`config.mk`:
```
export PLATFORM = sky130hd
export DESIGN_NAME = bidir_shift_reg
export DESIGN_NICKNAME = d
export VERILOG_FILES = /design/src/rtl/shreg_pkg.sv /design/src/rtl/shreg_decode.sv /design/src/rtl/shreg_fill.sv /design/src/rtl/shreg_shift_net.sv /design/src/rtl/bidir_shift_reg.sv
export SDC_FILE = /design/constraint.sdc
export NUM_CORES = 1
export LEC_CHECK = 0
export ABC_AREA = 1
export BUFFER_PORTS_ARGS = -buffer_cell sky130_fd_sc_hd__buf_2
export CORE_AREA = 2 2 39 41
export DETAILED_ROUTE_END_ITERATION = 10
export DIE_AREA = 0 0 41 43
export MAX_ROUTING_LAYER = met4
export PLACE_DENSITY = 0.57
export SYNTH_ARGS = -nofsm -noshare
export SYNTH_HDL_FRONTEND = slang
export SYNTH_SLANG_ARGS = --single-unit
export TNS_END_PERCENT = 5
```
`constraint.sdc`:
```
create_clock -name clk -period 1.6 [get_ports clk]
set_input_delay 0.4 -clock clk [delete_from_list [all_inputs] [get_ports clk]]
set_output_delay 0.4 -clock clk [all_outputs]
set_load 0.02 [all_outputs]
```
`src/rtl/shreg_pkg.sv`:
```
package shreg_pkg;

    localparam int unsigned MODE_W = 4;

    typedef enum logic [MODE_W-1:0] {
        OP_HOLD    = 4'd0,
        OP_LOAD    = 4'd1,
        OP_SER_L   = 4'd2,
        OP_SER_R   = 4'd3,
        OP_ZERO_L  = 4'd4,
        OP_ZERO_R  = 4'd5,
        OP_ROT_L   = 4'd6,
        OP_ROT_R   = 4'd7,
        OP_JOHN_L  = 4'd8,
        OP_JOHN_R  = 4'd9,
        OP_ARITH_R = 4'd10,
        OP_ARITH_L = 4'd11
    } op_e;

    typedef enum logic [1:0] {
        ACT_HOLD,
        ACT_LOAD,
        ACT_LEFT,
        ACT_RIGHT
    } act_e;

    typedef enum logic [2:0] {
        FILL_ZERO,
        FILL_SER,
        FILL_WRAP,
        FILL_INV,
        FILL_SIGN
    } fill_e;

    typedef struct packed {
        act_e  act;
        fill_e fill;
    } ctrl_t;

endpackage

```
`src/rtl/shreg_decode.sv`:
```
module shreg_decode
    import shreg_pkg::*;
(
    input  logic [MODE_W-1:0] mode_i,
    output ctrl_t             ctrl_o
);

    always_comb begin
        ctrl_o.act  = ACT_HOLD;
        ctrl_o.fill = FILL_ZERO;
        case (op_e'(mode_i))
            OP_LOAD:    ctrl_o.act = ACT_LOAD;
            OP_SER_L:   begin ctrl_o.act = ACT_LEFT;  ctrl_o.fill = FILL_SER;  end
            OP_SER_R:   begin ctrl_o.act = ACT_RIGHT; ctrl_o.fill = FILL_SER;  end
            OP_ZERO_L:  ctrl_o.act = ACT_LEFT;
            OP_ZERO_R:  ctrl_o.act = ACT_RIGHT;
            OP_ROT_L:   begin ctrl_o.act = ACT_LEFT;  ctrl_o.fill = FILL_WRAP; end
            OP_ROT_R:   begin ctrl_o.act = ACT_RIGHT; ctrl_o.fill = FILL_WRAP; end
            OP_JOHN_L:  begin ctrl_o.act = ACT_LEFT;  ctrl_o.fill = FILL_INV;  end
            OP_JOHN_R:  begin ctrl_o.act = ACT_RIGHT; ctrl_o.fill = FILL_INV;  end
            OP_ARITH_R: begin ctrl_o.act = ACT_RIGHT; ctrl_o.fill = FILL_SIGN; end
            OP_ARITH_L: ctrl_o.act = ACT_LEFT;
            default:    ctrl_o.act = ACT_HOLD;
        endcase
    end

endmodule

```
`src/rtl/shreg_fill.sv`:
```
module shreg_fill
    import shreg_pkg::*;
(
    input  ctrl_t ctrl_i,
    input  logic  cur_msb_i,
    input  logic  cur_lsb_i,
    input  logic  ser_left_i,
    input  logic  ser_right_i,
    output logic  fill_o,
    output logic  depart_o
);

    always_comb begin
        depart_o = (ctrl_i.act == ACT_LEFT) ? cur_msb_i : cur_lsb_i;
        case (ctrl_i.fill)
            FILL_SER:  fill_o = (ctrl_i.act == ACT_LEFT) ? ser_left_i : ser_right_i;
            FILL_WRAP: fill_o = depart_o;
            FILL_INV:  fill_o = ~depart_o;
            FILL_SIGN: fill_o = cur_msb_i;
            default:   fill_o = 1'b0;
        endcase
    end

endmodule

```
`src/rtl/shreg_shift_net.sv`:
```
module shreg_shift_net #(
    parameter int unsigned WIDTH = 4
) (
    input  logic [WIDTH-1:0] cur_i,
    input  logic             fill_i,
    output logic [WIDTH-1:0] left_o,
    output logic [WIDTH-1:0] right_o
);

    localparam int unsigned TOP = WIDTH - 1;

    for (genvar i = 0; i < WIDTH; i++) begin : g_bit
        if (i == 0) begin : g_low
            assign left_o[i] = fill_i;
        end else begin : g_low_mid
            assign left_o[i] = cur_i[i-1];
        end
        if (i == TOP) begin : g_high
            assign right_o[i] = fill_i;
        end else begin : g_high_mid
            assign right_o[i] = cur_i[i+1];
        end
    end

endmodule

```
`src/rtl/bidir_shift_reg.sv`:
```
module bidir_shift_reg
    import shreg_pkg::*;
#(
    parameter int unsigned WIDTH = 4
) (
    input  logic                  clk,
    input  logic                  rst_n,
    input  logic [MODE_W-1:0]     mode_i,
    input  logic [WIDTH-1:0]      par_i,
    input  logic                  ser_left_i,
    input  logic                  ser_right_i,
    output logic [WIDTH-1:0]      data_o,
    output logic                  shift_out_o
);

    localparam int unsigned MSB = WIDTH - 1;

    typedef struct packed {
        logic [WIDTH-1:0] data;
        logic             shout;
    } state_t;

    state_t           st_d, st_q;
    ctrl_t            ctrl;
    logic             fill_bit;
    logic             depart_bit;
    logic [WIDTH-1:0] shl_word;
    logic [WIDTH-1:0] shr_word;

    shreg_decode u_decode (
        .mode_i (mode_i),
        .ctrl_o (ctrl)
    );

    shreg_fill u_fill (
        .ctrl_i      (ctrl),
        .cur_msb_i   (st_q.data[MSB]),
        .cur_lsb_i   (st_q.data[0]),
        .ser_left_i  (ser_left_i),
        .ser_right_i (ser_right_i),
        .fill_o      (fill_bit),
        .depart_o    (depart_bit)
    );

    shreg_shift_net #(.WIDTH(WIDTH)) u_net (
        .cur_i   (st_q.data),
        .fill_i  (fill_bit),
        .left_o  (shl_word),
        .right_o (shr_word)
    );

    always_comb begin
        st_d = st_q;
        case (ctrl.act)
            ACT_LOAD:  st_d.data = par_i;
            ACT_LEFT:  begin st_d.data = shl_word; st_d.shout = depart_bit; end
            ACT_RIGHT: begin st_d.data = shr_word; st_d.shout = depart_bit; end
            default:   st_d = st_q;
        endcase
    end

    always_ff @(posedge clk or negedge rst_n) begin
        if (!rst_n) st_q <= '0;
        else        st_q <= st_d;
    end

    assign data_o      = st_q.data;
    assign shift_out_o = st_q.shout;

    logic is_hold, is_left, is_right;
    assign is_hold  = (mode_i == OP_HOLD) || (mode_i >= 4'd12);
    assign is_left  = (mode_i == OP_SER_L) || (mode_i == OP_ZERO_L) || (mode_i == OP_ROT_L)
                   || (mode_i == OP_JOHN_L) || (mode_i == OP_ARITH_L);
    assign is_right = (mode_i == OP_SER_R) || (mode_i == OP_ZERO_R) || (mode_i == OP_ROT_R)
                   || (mode_i == OP_JOHN_R) || (mode_i == OP_ARITH_R);

    AST_HOLD_STABLE: assert property (@(posedge clk) disable iff (!rst_n)
        is_hold |=> $stable(data_o) && $stable(shift_out_o));
    AST_LOAD_COPY: assert property (@(posedge clk) disable iff (!rst_n)
        (mode_i == OP_LOAD) |=> data_o == $past(par_i));
    AST_LOAD_KEEP_OUT: assert property (@(posedge clk) disable iff (!rst_n)
        (mode_i == OP_LOAD) |=> $stable(shift_out_o));
    AST_ROT_POPCOUNT: assert property (@(posedge clk) disable iff (!rst_n)
        (mode_i == OP_ROT_L || mode_i == OP_ROT_R)
        |=> $countones(data_o) == $countones($past(data_o)));
    AST_ASR_SIGN: assert property (@(posedge clk) disable iff (!rst_n)
        (mode_i == OP_ARITH_R) |=> data_o[MSB] == $past(data_o[MSB]));
    AST_LEFT_DEPART: assert property (@(posedge clk) disable iff (!rst_n)
        is_left |=> shift_out_o == $past(data_o[MSB]));
    AST_RIGHT_DEPART: assert property (@(posedge clk) disable iff (!rst_n)
        is_right |=> shift_out_o == $past(data_o[0]));

endmodule

```
# Word-level counts from Yosys, hierarchy flattened
# Cells that the tools add are included.
dict set report word_totals {
  rom_bits 0
  in_bits 12
  latchBits 0
  ff_bits 5
  mem_bits_rw 0
  output_inout_bits 5
  memories 0
  elab_cells 34
}
dict set report classes {
  n_addsub 0
  reduce_logical 7
  bitwise_logic 1
  magnitude_cmp 0
  n_mux 6
  n_shift 0
  multipliers 0
  n_eq_ne 18
  div 0
}
# op n
set ops {}
lappend ops {{4-bit by 3-bit equality test with 1-bit output (second input constant)} 4}
lappend ops {{4-bit equality test (second input constant)} 4}
lappend ops {{3-bit one-hot mux with 4 select lines} 1}
lappend ops {{4-bit one-hot mux with 3 select lines} 1}
lappend ops {{5-bit OR reduction} 2}
lappend ops {{4-bit by 2-bit equality test with 1-bit output (second input constant)} 2}
lappend ops {{2-bit OR reduction} 4}
lappend ops {{3-bit by 2-bit equality test with 1-bit output (second input constant)} 2}
lappend ops {{2-bit one-hot mux with 3 select lines} 1}
lappend ops {{2-bit equality test (second input constant)} 2}
lappend ops {{4-bit by 1-bit equality test with 1-bit output (second input constant)} 1}
lappend ops {{1-bit one-hot mux with 4 select lines} 1}
lappend ops {{3-bit by 1-bit equality test with 1-bit output (second input constant)} 1}
lappend ops {{3-bit equality test (second input constant)} 1}
lappend ops {{3-bit nonzero test} 1}
lappend ops {{2-bit by 1-bit equality test with 1-bit output (second input constant)} 1}
lappend ops {{1-bit 2-to-1 mux} 2}
lappend ops {{1-bit inverter} 1}

# Longest topological paths before layout
# Gate-level depths: netlist of the first run.
dict set report logic_depth {
  depth_word 8
  depth_mapped 10
  mapped_depth_nobuf 10
}

# By module
# From an unflattened synthesis of the first run, not the netlist that was laid out.
dict set report unflattened {
  hier_cells 94
  hier_area_um2 536.8
}
# module instances cells_each seq_area_each_um2 area_per_inst_um2
set modules_own_cells {}
lappend modules_own_cells {bidir_shift_reg 1 44 125.1 297.8}
lappend modules_own_cells {shreg_fill 1 27 0.0 112.6}
lappend modules_own_cells {shreg_decode 1 15 0.0 66.3}
lappend modules_own_cells {shreg_shift_net 1 8 0.0 60.1}

# Least setup slack after synthesis of the first run
# No wires, ideal clock.
dict set report synth_path {
  path_type {input -> register}
  from {in mode_i[3]}
  to {reg st_q (netlist bit data_o[3])}
  stages 9
  arrival_ps 1112
  path_buffers 0
  slack_ps 362
  t_required_ps 1474
  path_cell_list {inv_2 nor2_4 inv_2 nand2_8 nand4_1 nand3_1 nand2_1 o21bai_1 a21oi_1}
}
dict set report synth_between {
  elab_chain_len 8
  word_cells_on_any_way 31
  classes_between {eq/ne: 18; mux: 6; bitwise: 1; reduce/logical: 6}
}
# item line
set synth_rtl {}
lappend synth_rtl {{start: declaration} bidir_shift_reg.sv:8} ;# input logic [MODE_W-1:0] mode_i,
lappend synth_rtl {{4-bit by 2-bit equality test with 1-bit output, or another cell as far along} shreg_decode.sv:11} ;# case (op_e'(mode_i))
lappend synth_rtl {{5-bit OR reduction (no source line)} n/a}
lappend synth_rtl {{2-bit one-hot mux with 3 select lines} shreg_decode.sv:11}
lappend synth_rtl {{2-bit equality test} {shreg_fill.sv:14, shreg_fill.sv:16, bidir_shift_reg.sv:54}}
lappend synth_rtl {{1-bit 2-to-1 mux} shreg_fill.sv:14} ;# depart_o = (ctrl_i.act == ACT_LEFT) ? cur_msb_i : cur_lsb_i;
lappend synth_rtl {{1-bit inverter} shreg_fill.sv:18} ;# FILL_INV: fill_o = ~depart_o;
lappend synth_rtl {{1-bit one-hot mux with 4 select lines} shreg_fill.sv:15} ;# case (ctrl_i.fill)
lappend synth_rtl {{4-bit one-hot mux with 3 select lines} bidir_shift_reg.sv:54} ;# case (ctrl.act)
lappend synth_rtl {{end signal: assignment} bidir_shift_reg.sv:64} ;# else st_q <= st_d;
lappend synth_rtl {{end: declaration} bidir_shift_reg.sv:23} ;# state_t st_d, st_q;
# Several ways; a longest one is shown, not always the timed one.
# A chain may end at the register's enable or synchronous reset.

# Worst setup path in the final report of the first run
dict set report layout_path {
  from {reg st_q (netlist bit data_o[3])}
  to {out data_o[3]}
}
# item line
set layout_lines {}
lappend layout_lines {{end: declaration} bidir_shift_reg.sv:12} ;# output logic [WIDTH-1:0] data_o,
# No word-level cell between the ends.

==> summary.md, run 1 <==
| Metric | Value |
|---|---|
| Run status | finished clean |
| Count of pins on the block boundary | 17 |
| Total global-route track usage | 15.7% |
| Net total in the final layout | 98 |
| Fin. max-slew vios | 0 |
| Average wire length per cell after detail routing | 9.92 um |
| Initial antenna violation count | 0 |
| Worst Setup SP | data_o[3]$_DFFE_PN0P_ |
| Mapped Cells | 66 |
| CTS tree | built |
| Post-Synthesis Mean Instance Area | 7.07 um^2 |
| GPL Wtd Cong | 0.812 |
| CP max stage delay | 0.41 ns |
| Path category of the worst min-delay check | in -> reg |
| Total negative slack | 0 ns |
| Shortest clock period the worst path allows after layout | 1.26 ns |
| Floorplan die area | 1760 um^2 |
| Relative max-transition margin | 84.9% |
| WP data required | 1.20 ns |
| Synthesized Nets | 78 |
| Resized cells post-CTS | 0 |
| Register clock-pin slew on the reported worst setup and hold paths | 0.05 ns |
| DRC | 0 |
| Effective utilization at floorplan | 33.7% |
| H-tree levels | 1 |
| Final count of negative-setup-slack endpoints | 0 |
| Critical path class | reg -> out |
| Highest attainable clock frequency | 0.796 GHz |
| Start point of the worst min-delay path | par_i[1] |
| Maximum clock path buffer count | 2 |
| Slack of the worst reg-to-reg path | 0.51 ns |
| Core area | 1380 um^2 |
| DRC marker count from the first detailed-route iteration | 11 |
| Pin count of the biggest net entering global routing | 9 |
| Final core occ | 42.5% |
| Count of input and output buffers | 16 |
| Post-CTS Setup Repair Bufs | 0 |
| # hold bufs at CTS | 1 |
| Total power per unit cell area | 901 nW/um^2 |
| Top cell family by delay on the critical path | flip-flops |
| Setup repair after global routing missed its margin | false |
| Critical-path top delay cell | sky130_fd_sc_hd__dfrtp_1 |
| Post-Place Cell Area | 552 um^2 |
| Routed via count | 479 |
| Number of global-route vias before repair | 433 |
| Launch point of the worst reg-to-reg path | data_o[3]$_DFFE_PN0P_ |
| Max-cap violations | 0 |
| Mapped cell area | 467 um^2 |
| Post-layout instance area | 588 um^2 |
| First drt pass iteration count | 4 |
| Cells along the critical path | buf_2 |
| Y dimension of the die | 43 um |
| Arrival time worst endpoint | 0.86 ns |
| Share of final-layout standard cells stronger than drive strength 1 | 41.2% |
| Nature of the critical path endpoint | primary output |
| TritonCTS Buffers | 3 |
| Number of antenna cells inserted | 0 |
| Share of the clock period used by the worst path | 78.5% |
| Global-route wire length before repair | 1790 um |
| Library cell used as clock root buffer | sky130_fd_sc_hd__clkbuf_4 |
| Area overhead of the layout relative to synthesis | 26.0% |
| Number of clock sinks | 5 |
| Post-route clock skew | 0.00674 ns |
| Worst setup slack after layout | 0.344 ns |
| Yosys warns | 0 |
| Std-Cell Rows | 14 |
| Fraction of the yosys area taken by sequential cells | 26.8% |
| Detailed Place HPWL | 816 um |
| Peak fanout along the critical path | 5 |
| Mean number of vias per cell | 4.74 |
| Final hold violation count | 0 |
| Total global routing overflow | 0 |
| Worst-case setup slack after placement | 0.115 ns |
| Count of buffer and inverter cells on the critical path | 1 |
| Total wire length after detailed routing | 1000 um |
| Leakage | 0.316 nW |
| Kind of start point of the critical path | register |
| Insertion delay to the later sink of the worst-skew pair | 0.25 ns |
| Worst-margin pin slew | 0.227 ns |
| Number of storage elements in the synthesis netlist | 5 |
| Max VDD drop | 0.000493 V |
| Die width | 41 um |
| Count of distinct cell types in the synthesized netlist | 23 |
| Remaining antenna violation count | 0 |
[cell usage after synthesis]
| cell type | n | share of area [%] |
|---|---|---|
| sky130_fd_sc_hd__nand4_1 | 2 | 2.7 |
| sky130_fd_sc_hd__o21ai_0 | 1 | 1.1 |
| sky130_fd_sc_hd__nand3_4 | 1 | 3.8 |
| sky130_fd_sc_hd__a21oi_1 | 5 | 5.4 |
| sky130_fd_sc_hd__inv_1 | 9 | 7.2 |
| sky130_fd_sc_hd__buf_4 | 2 | 3.2 |
| sky130_fd_sc_hd__nor3_1 | 1 | 1.1 |
| sky130_fd_sc_hd__nand2_2 | 6 | 8.0 |
| sky130_fd_sc_hd__o2111ai_1 | 1 | 1.9 |
| sky130_fd_sc_hd__nand2_1 | 7 | 5.6 |
| sky130_fd_sc_hd__o21ai_1 | 3 | 3.2 |
| sky130_fd_sc_hd__o221ai_1 | 1 | 1.9 |
| sky130_fd_sc_hd__nand2_8 | 1 | 4.3 |
| sky130_fd_sc_hd__nor2_4 | 1 | 2.4 |
| sky130_fd_sc_hd__nand3_1 | 3 | 3.2 |
| sky130_fd_sc_hd__o22ai_1 | 1 | 1.3 |
| sky130_fd_sc_hd__a31oi_1 | 1 | 1.3 |
| sky130_fd_sc_hd__inv_2 | 5 | 4.0 |
| sky130_fd_sc_hd__dfrtp_1 | 5 | 27 |
| sky130_fd_sc_hd__nor2_2 | 2 | 2.7 |
| sky130_fd_sc_hd__a211oi_1 | 1 | 1.6 |
| sky130_fd_sc_hd__nor2_1 | 5 | 4.0 |
| sky130_fd_sc_hd__o21bai_1 | 2 | 3.2 |
[final timing paths]
path | end | depth (start not counted)
worst max-delay path | data_o[3] | 1
worst min-delay path | data_o[1]$_DFFE_PN0P_ | 3
worst max register to register | data_o[0]$_DFFE_PN0P_ | 6
worst min register to register | data_o[2]$_DFFE_PN0P_ | 2
max in group asynchronous | data_o[1]$_DFFE_PN0P_ | 2
min in group asynchronous | data_o[3]$_DFFE_PN0P_ | 2
[where the power goes]
group / leakage (nW) / internal (mW) / total (mW) / switching [mW]
Sequential: 0.0592 / 0.153 / 0.175 / 0.0223
Combinational: 0.242 / 0.0755 / 0.204 / 0.128
Clock: 0.0150 / 0.0946 / 0.151 / 0.0566
Total: 0.316 / 0.323 / 0.530 / 0.207
[cell usage in the layout, fill, tap and decap left out, types with 3 or more instances in the layout]
cell	count
sky130_fd_sc_hd__a21oi_1	5
sky130_fd_sc_hd__buf_2	16
sky130_fd_sc_hd__clkbuf_4	3
sky130_fd_sc_hd__dfrtp_1	5
sky130_fd_sc_hd__inv_1	9
sky130_fd_sc_hd__inv_2	5
sky130_fd_sc_hd__nand2_1	7
sky130_fd_sc_hd__nand2_2	6
sky130_fd_sc_hd__nand3_1	3
sky130_fd_sc_hd__nor2_1	5
sky130_fd_sc_hd__o21ai_1	3
[final cells by class]
type,instances,area [um^2]
multi-input combinational,45,274
clock buffer,4,26.3
tap,16,20.0
sequential,5,125
timing repair buffer,17,90.1
fill,151,796
inverter,14,52.6
[registers in the layout, indices dropped and copies added (netlist names)]
name         count
data_o           4
shift_out_o      1
[layer usage]
metal | wire [um] | up-vias | track usage, %
li1 | - | 254 | -
met1 | 476 | 215 | 20.1
met2 | 446 | 10 | 20.6
met3 | 79 | 0 | 9.42
met4 | 0 | 0 | 4.00
met5 | 0 | - | -
[stage by stage]
stage                     total power, mW  instances  hold slack [ns]
after floorplan                     0.327         66            0.104
after global placement              0.381         96            0.228
after detailed placement            0.380         96            0.231
after CTS                           0.541        101            0.424
after global routing                0.575        101            0.442
final                               0.530        101            0.431
[kinds of logic after synthesis]
kind of cell	after synthesis	share of synthesized area, %
flip-flops	5	26.8
AND/OR/NAND/NOR	29	37.8
AO/OA/AOI/OAI	16	20.9
buffers and inverters	16	14.5
Note: power is estimated with default switching activity, not from simulation.
==> run 2: changes to the inputs <==
--- a/config.mk
+++ b/config.mk
@@ -5,13 +5,13 @@
 export SDC_FILE = /design/constraint.sdc
 export NUM_CORES = 1
 export LEC_CHECK = 0
-export ABC_AREA = 1
+export ABC_AREA = 0
 export BUFFER_PORTS_ARGS = -buffer_cell sky130_fd_sc_hd__buf_2
 export CORE_AREA = 2 2 39 41
 export DETAILED_ROUTE_END_ITERATION = 10
 export DIE_AREA = 0 0 41 43
 export MAX_ROUTING_LAYER = met4
-export PLACE_DENSITY = 0.57
+export PLACE_DENSITY = 0.59
 export SYNTH_ARGS = -nofsm -noshare
 export SYNTH_HDL_FRONTEND = slang
 export SYNTH_SLANG_ARGS = --single-unit
==> constraint.sdc (replaced) <==
create_clock -name clk -period 1.24 [get_ports clk]
set_input_delay 0.31 -clock clk [delete_from_list [all_inputs] [get_ports clk]]
set_output_delay 0.31 -clock clk [all_outputs]
set_load 0.02 [all_outputs]
==> run 2 against run 1 <==
Count of clock-buffer cells in the layout is the same; utilization grew 12 points; sequential cell count is the same; wire length grew 22%; first-iteration DRC count shrank 36%; critical path depth grew 3; synthesized area grew 5.9%; power grew 67%; largest power group unchanged; non-clock buffer count grew 14; setup slack lost 0.34 ns.
==> summary.md, run 2 <==
| Metric | Value |
|---|---|
| Critical path class | in -> reg |
| Final count of negative-setup-slack endpoints | 0 |
| WP data required | 1.34 ns |
| Area overhead of the layout relative to synthesis | 53.9% |
| Path category of the worst min-delay check | in -> reg |
| Most used DFF post-synth | sky130_fd_sc_hd__dfrtp_1 |
| Share of the clock period used by the worst path | 99.9% |
| DRC marker count from the first detailed-route iteration | 7 |
| Highest attainable clock frequency | 0.807 GHz |
| Library cell used as clock root buffer | sky130_fd_sc_hd__clkbuf_4 |
| Total power per unit cell area | 1160 nW/um^2 |
| H-tree levels | 1 |
| Total global routing overflow | 0 |
| Average wire length per cell after detail routing | 12.8 um |
| Core area | 1380 um^2 |
| Shortest clock period the worst path allows after layout | 1.24 ns |
| DRC | 0 |
| Total global-route track usage | 15.8% |
| Number of enable flip-flop cells after synthesis | 0 |
| Register clock-pin slew on the reported worst setup and hold paths | 0.04 ns |
| Yosys warns | 0 |
| Number of storage elements in the synthesis netlist | 5 |
| Cells taking the most area after synthesis | sky130_fd_sc_hd__dfrtp_1, sky130_fd_sc_hd__mux2i_1, sky130_fd_sc_hd__mux4_2, sky130_fd_sc_hd__nor4bb_4, sky130_fd_sc_hd__buf_4 |
| Arrival time worst endpoint | 1.34 ns |
| Pin count of the biggest net entering global routing | 13 |
| Post-route clock skew | 0.00982 ns |
| Count of input and output buffers | 16 |
| Initial antenna violation count | 0 |
| Mapped Cells | 51 |
| Total wire length after detailed routing | 1230 um |
| Mapped cell area | 494 um^2 |
| Library cell occupying the most area in the post-synthesis netlist | sky130_fd_sc_hd__dfrtp_1 |
| Number of filler cells placed in the layout | 136 |
| Post-Synthesis Mean Instance Area | 9.69 um^2 |
| Die width | 41 um |
| Synthesized Nets | 63 |
| Remaining antenna violation count | 0 |
| Effective utilization at floorplan | 35.7% |
| Max VDD drop | 0.000628 V |
| Global-route wire length before repair | 1920 um |
| Run status | finished clean |
| CTS tree | built |
| Share of final-layout standard cells stronger than drive strength 1 | 52.5% |
| Worst-case setup slack after placement | -0.276 ns |
| Final Hold Slack | 0.403 ns |
| Net total in the final layout | 93 |
| Kind of start point of the critical path | input pin |
| Asr flop ratio synth | 100% |
| Max-cap violations | 0 |
| Count of pins on the block boundary | 17 |
| Setup repair after global routing missed its margin | true |
| Worst setup slack after layout | 0.00110 ns |
| Number of clock sinks | 5 |
| Max FFs per register | 4 |
| Insertion delay to the later sink of the worst-skew pair | 0.24 ns |
| Std-Cell Rows | 14 |
| Maximum clock path buffer count | 2 |
| Final hold violation count | 0 |
| Number of antenna cells inserted | 0 |
| Y dimension of the die | 43 um |
| TritonCTS Buffers | 3 |
| Nature of the critical path endpoint | register |
| Number of global-route vias before repair | 471 |
| Leading post-synthesis cells by instance count | sky130_fd_sc_hd__dfrtp_1, sky130_fd_sc_hd__mux2i_1, sky130_fd_sc_hd__a21oi_1, sky130_fd_sc_hd__buf_4, sky130_fd_sc_hd__nor2_1 |
| Peak fanout along the critical path | 4 |
| Count of distinct cell types in the synthesized netlist | 30 |
| Fraction of the yosys area taken by sequential cells | 25.3% |
| Portion of synthesized cell area occupied by the leading cell type | 25.3% |
| Relative max-transition margin | 75.4% |
| Routed via count | 491 |
| Worst-margin pin slew | 0.359 ns |
| Leakage | 0.357 nW |
| Commonest non-fill, non-tap cell in the layout | sky130_fd_sc_hd__buf_4 |
| Floorplan die area | 1760 um^2 |
| Mean number of vias per cell | 5.11 |
| First drt pass iteration count | 4 |
| Commonest cells after routing, fill and taps aside | sky130_fd_sc_hd__buf_4, sky130_fd_sc_hd__buf_2, sky130_fd_sc_hd__buf_6, sky130_fd_sc_hd__mux2i_1, sky130_fd_sc_hd__dfrtp_1 |
| Fin. max-slew vios | 0 |
| GPL Wtd Cong | 0.772 |
| Detailed Place HPWL | 950 um |
run 2: routing by layer:
metal	wire (um)	track usage, %
met1	489	20.4
met2	694	26.6
met3	42	1.57
met4	0	2.00
met5	0	-
run 2: power by group:
group,switching [mW],leakage [nW],internal (mW)
clock network,0.0655,0.0150,0.122
logic,0.211,0.282,0.236
registers,0.0390,0.0598,0.211
run 2: cells by family after synthesis:
family,synth area share (%)
simple gates,23.0
compound gates,21.8
buf+inv,8.86
mux,19.2
flops,25.3
xor+xnor,1.77
run 2: worst paths after layout:
path / startpoint / end / slack [ns] / cells past startpoint
worst max-delay path: mode_i[3] / data_o[2]$_DFFE_PN0P_ / 0.001 / 4
worst min-delay path: par_i[2] / data_o[2]$_DFFE_PN0P_ / 0.40 / 2
worst max register to register: data_o[2]$_DFFE_PN0P_ / data_o[3]$_DFFE_PN0P_ / 0.07 / 4
worst min register to register: shift_out_o$_DFFE_PN0N_ / shift_out_o$_DFFE_PN0N_ / 0.49 / 2
max in group asynchronous: rst_n / data_o[1]$_DFFE_PN0P_ / 0.68 / 2
min in group asynchronous: rst_n / data_o[0]$_DFFE_PN0P_ / 0.41 / 2
run 2: cell type report:
| class | instances | area [um^2] | area share, % |
|---|---|---|---|
| flip-flops and latches | 5 | 125 | 16.4 |
| well taps | 16 | 20.0 | 2.63 |
| repair buffers | 31 | 238 | 31.2 |
| clock buffers | 4 | 26.3 | 3.45 |
| multi-input cells | 38 | 344 | 45.2 |
| inverters | 2 | 7.51 | 0.987 |
run 2: through the flow:
stage | setup TNS [ns] | total power [mW] | util [%] | area (um^2) | std cells
2_1_floorplan | -0.315 | 0.495 | - | 499 | 51
3_3_place_gp | -1.01 | 0.649 | 47.2 | 653 | 89
3_5_place_dp | -1.15 | 0.652 | 47.2 | 653 | 89
4_1_cts | -0.00367 | 0.857 | 51.6 | 714 | 94
5_1_grt | -0.0609 | 0.937 | 55.0 | 761 | 96
6_report | 0 | 0.885 | 55.0 | 761 | 96
run 2: critical path, cell delays in order:
cell	delay (ns)
sky130_fd_sc_hd__buf_8	0.10
sky130_fd_sc_hd__nor4bb_4	0.17
sky130_fd_sc_hd__a211oi_4	0.24
sky130_fd_sc_hd__mux4_2	0.52
run 2: what timing repair did:
action                                 4_1_cts  5_1_grt
setup endpoints to repair                    3        6
endpoints found under the hold margin        5        0
setup buffers                                0        2
gates resized for setup                      8        9
pin swaps                                    3        5
hold buffers                                 1        0
==> run 3: changes to the inputs <==
==> constraint.sdc (replaced) <==
create_clock -name clk -period 1.5 [get_ports clk]
set_input_delay 0.375 -clock clk [delete_from_list [all_inputs] [get_ports clk]]
set_output_delay 0.375 -clock clk [all_outputs]
set_load 0.1 [all_outputs]
==> run 3 against run 2 <==
Sequential share of layout area up 0.39 points; via count rose by 1.0%; cell count fell by 2.1%; setup slack improved by 0.096 ns; combinational power up 49%; sequential power shrank 10%; worst hold slack better by 0.050 ns; wire length decreased by 9.0%; clock skew decreased by 0.0068 ns; design area decreased by 1.3%; non-clock buffer count down 2; utilization decreased by 0.72 points; largest power group unchanged.
==> summary.md, run 3 (synthesized netlist as in run 2, its figures left out) <==
| Metric | Value |
|---|---|
| Run status | finished clean |
| Relative max-transition margin | 67.6% |
| Initial antenna violation count | 0 |
| Cells along the critical path | buf_2 |
| Y dimension of the die | 43 um |
| Total wire length after detailed routing | 1120 um |
| Count of input and output buffers | 16 |
| Setup repair after global routing missed its margin | false |
| Max-cap violations | 0 |
| Mean number of vias per cell | 5.28 |
| Switching Power | 519 uW |
| Detailed Place HPWL | 921 um |
| Net total in the final layout | 91 |
| DRC marker count from the first detailed-route iteration | 8 |
| Effective utilization at floorplan | 35.7% |
| First drt pass iteration count | 4 |
| Final count of negative-setup-slack endpoints | 0 |
| Final Hold Slack | 0.453 ns |
| CP max stage delay | 0.43 ns |
| Post-layout instance area | 751 um^2 |
| Register clock-pin slew on the reported worst setup and hold paths | 0.04 ns |
| Post-route clock skew | 0.00305 ns |
| Worst Setup SP | shift_out_o$_DFFE_PN0N_ |
| Depth of the worst register-to-register path | 3 |
| Total power per unit cell area | 1400 nW/um^2 |
| Net switching fraction of the power | 49.5% |
| Share of the clock period used by the worst path | 93.5% |
| Routed met1 length | 463 um |
| Leakage | 0.350 nW |
| Remaining antenna violation count | 0 |
| Highest metal used | met4 |
| Highest attainable clock frequency | 0.713 GHz |
| Slack of the worst reg-to-reg path | 0.29 ns |
| Number of antenna cells inserted | 0 |
| Capture instance of the worst register-to-register path | data_o[0]$_DFFE_PN0P_ |
| Number of global-route vias before repair | 469 |
| Share of final-layout standard cells stronger than drive strength 1 | 48.7% |
| WP data required | 1.12 ns |
| Average wire length per cell after detail routing | 11.9 um |
| Post-layout power | 1.05 mW |
| H-tree levels | 1 |
| Endpoint of the most critical setup path | shift_out_o |
| Total internal power | 530 uW |
| Max FFs per register | 4 |
| Shortest clock period the worst path allows after layout | 1.40 ns |
| Share of power burned in registers | 21.4% |
| Critical path class | reg -> out |
| Fin. max-slew vios | 0 |
| Top cell family by delay on the critical path | buffers and inverters |
| Routed wl met3 | 52 um |
| Area overhead of the layout relative to synthesis | 51.9% |
| Combinational power share | 63.5% |
| Total global routing overflow | 0 |
| GPL Wtd Cong | 0.769 |
| Pin count of the biggest net entering global routing | 13 |
| Path category of the worst min-delay check | in -> reg |
| Kind of start point of the critical path | register |
| Total global-route track usage | 16.6% |
| Commonest cells after routing, fill and taps aside | sky130_fd_sc_hd__buf_2, sky130_fd_sc_hd__buf_4, sky130_fd_sc_hd__mux2i_1, sky130_fd_sc_hd__dfrtp_1, sky130_fd_sc_hd__buf_12 |
| Launch point of the worst reg-to-reg path | data_o[1]$_DFFE_PN0P_ |
| Detail Route met2 WL | 579 um |
| Maximum clock path buffer count | 2 |
| Library cell used as clock root buffer | sky130_fd_sc_hd__clkbuf_4 |
| Number of clock sinks | 5 |
| Count of pins on the block boundary | 17 |
| Final hold violation count | 0 |
| Peak fanout along the critical path | 2 |
| Global-route wire length before repair | 1950 um |
| Arrival time worst endpoint | 1.03 ns |
| CTS tree | built |
| Count of buffer and inverter cells on the critical path | 1 |
| Clock share of power | 15.0% |
| Final core occ | 54.2% |
| Nature of the critical path endpoint | primary output |
| Routed via count | 496 |
| Floorplan die area | 1760 um^2 |
| Core area | 1380 um^2 |
| Die width | 41 um |
| DRC | 0 |
| Critical-path top delay cell | sky130_fd_sc_hd__buf_2 |
| Std-Cell Rows | 14 |
| Worst-margin pin slew | 0.490 ns |
| Max VDD drop | 0.000730 V |
| Post-Place Cell Area | 709 um^2 |
| Insertion delay to the later sink of the worst-skew pair | 0.25 ns |
| Number of cells on the critical path | 1 |
| TritonCTS Buffers | 3 |
[run 3: layer usage]
| metal | track usage, % | vias to the layer above |
|---|---|---|
| li1 | - | 245 |
| met4 | 6.00 | 0 |
| met3 | 3.14 | 2 |
| met5 | - | - |
| met1 | 21.7 | 231 |
| met2 | 24.7 | 18 |
[run 3: area by class of cell]
class	instances	area, um^2
multi-input cells	38	330
fillers	120	633
flip-flops and latches	5	126
well taps	16	20.0
clock buffers	4	26.3
repair buffers	29	240
inverters	2	7.51
[run 3: per-stage QoR]
stage / setup slack (ns) / instances / TNS, ns
2_1_floorplan: -0.0465 / 51 / -0.0511
3_3_place_gp: -0.117 / 89 / -0.340
3_5_place_dp: -0.132 / 89 / -0.392
4_1_cts: 0.0895 / 94 / 0
5_1_grt: 0.0664 / 94 / 0
6_report: 0.0976 / 94 / 0
[run 3: how the worst min path moves through the flow]
stage,from,to,slack [ns],cells past startpoint
global placement,rst_n,shift_out_o$_DFFE_PN0N_,0.19,1
global route,par_i[2],data_o[2]$_DFFE_PN0P_,0.45,2
finish,par_i[2],data_o[2]$_DFFE_PN0P_,0.45,2
CTS,par_i[2],data_o[2]$_DFFE_PN0P_,0.45,2
detailed placement,rst_n,data_o[0]$_DFFE_PN0P_,0.19,1
floorplan,rst_n,data_o[0]$_DFFE_PN0P_,0.08,0
[run 3: repair_timing]
item | in CTS | in global routing
buffers inserted | 0 | 0
hold buffers | 1 | 0
gates resized for setup | 0 | 1
setup endpoints to repair | 0 | 1
hold endpoints to repair | 5 | 0
[run 3: power by group through the flow]
stage                     Clock, mW  Combinational, mW  Sequential [mW]
after global routing          0.177              0.694            0.232
after global placement            0              0.658            0.226
final                         0.158              0.667            0.225
after CTS                     0.159              0.668            0.226
after floorplan                   0              0.245            0.408
after detailed placement          0              0.665            0.227
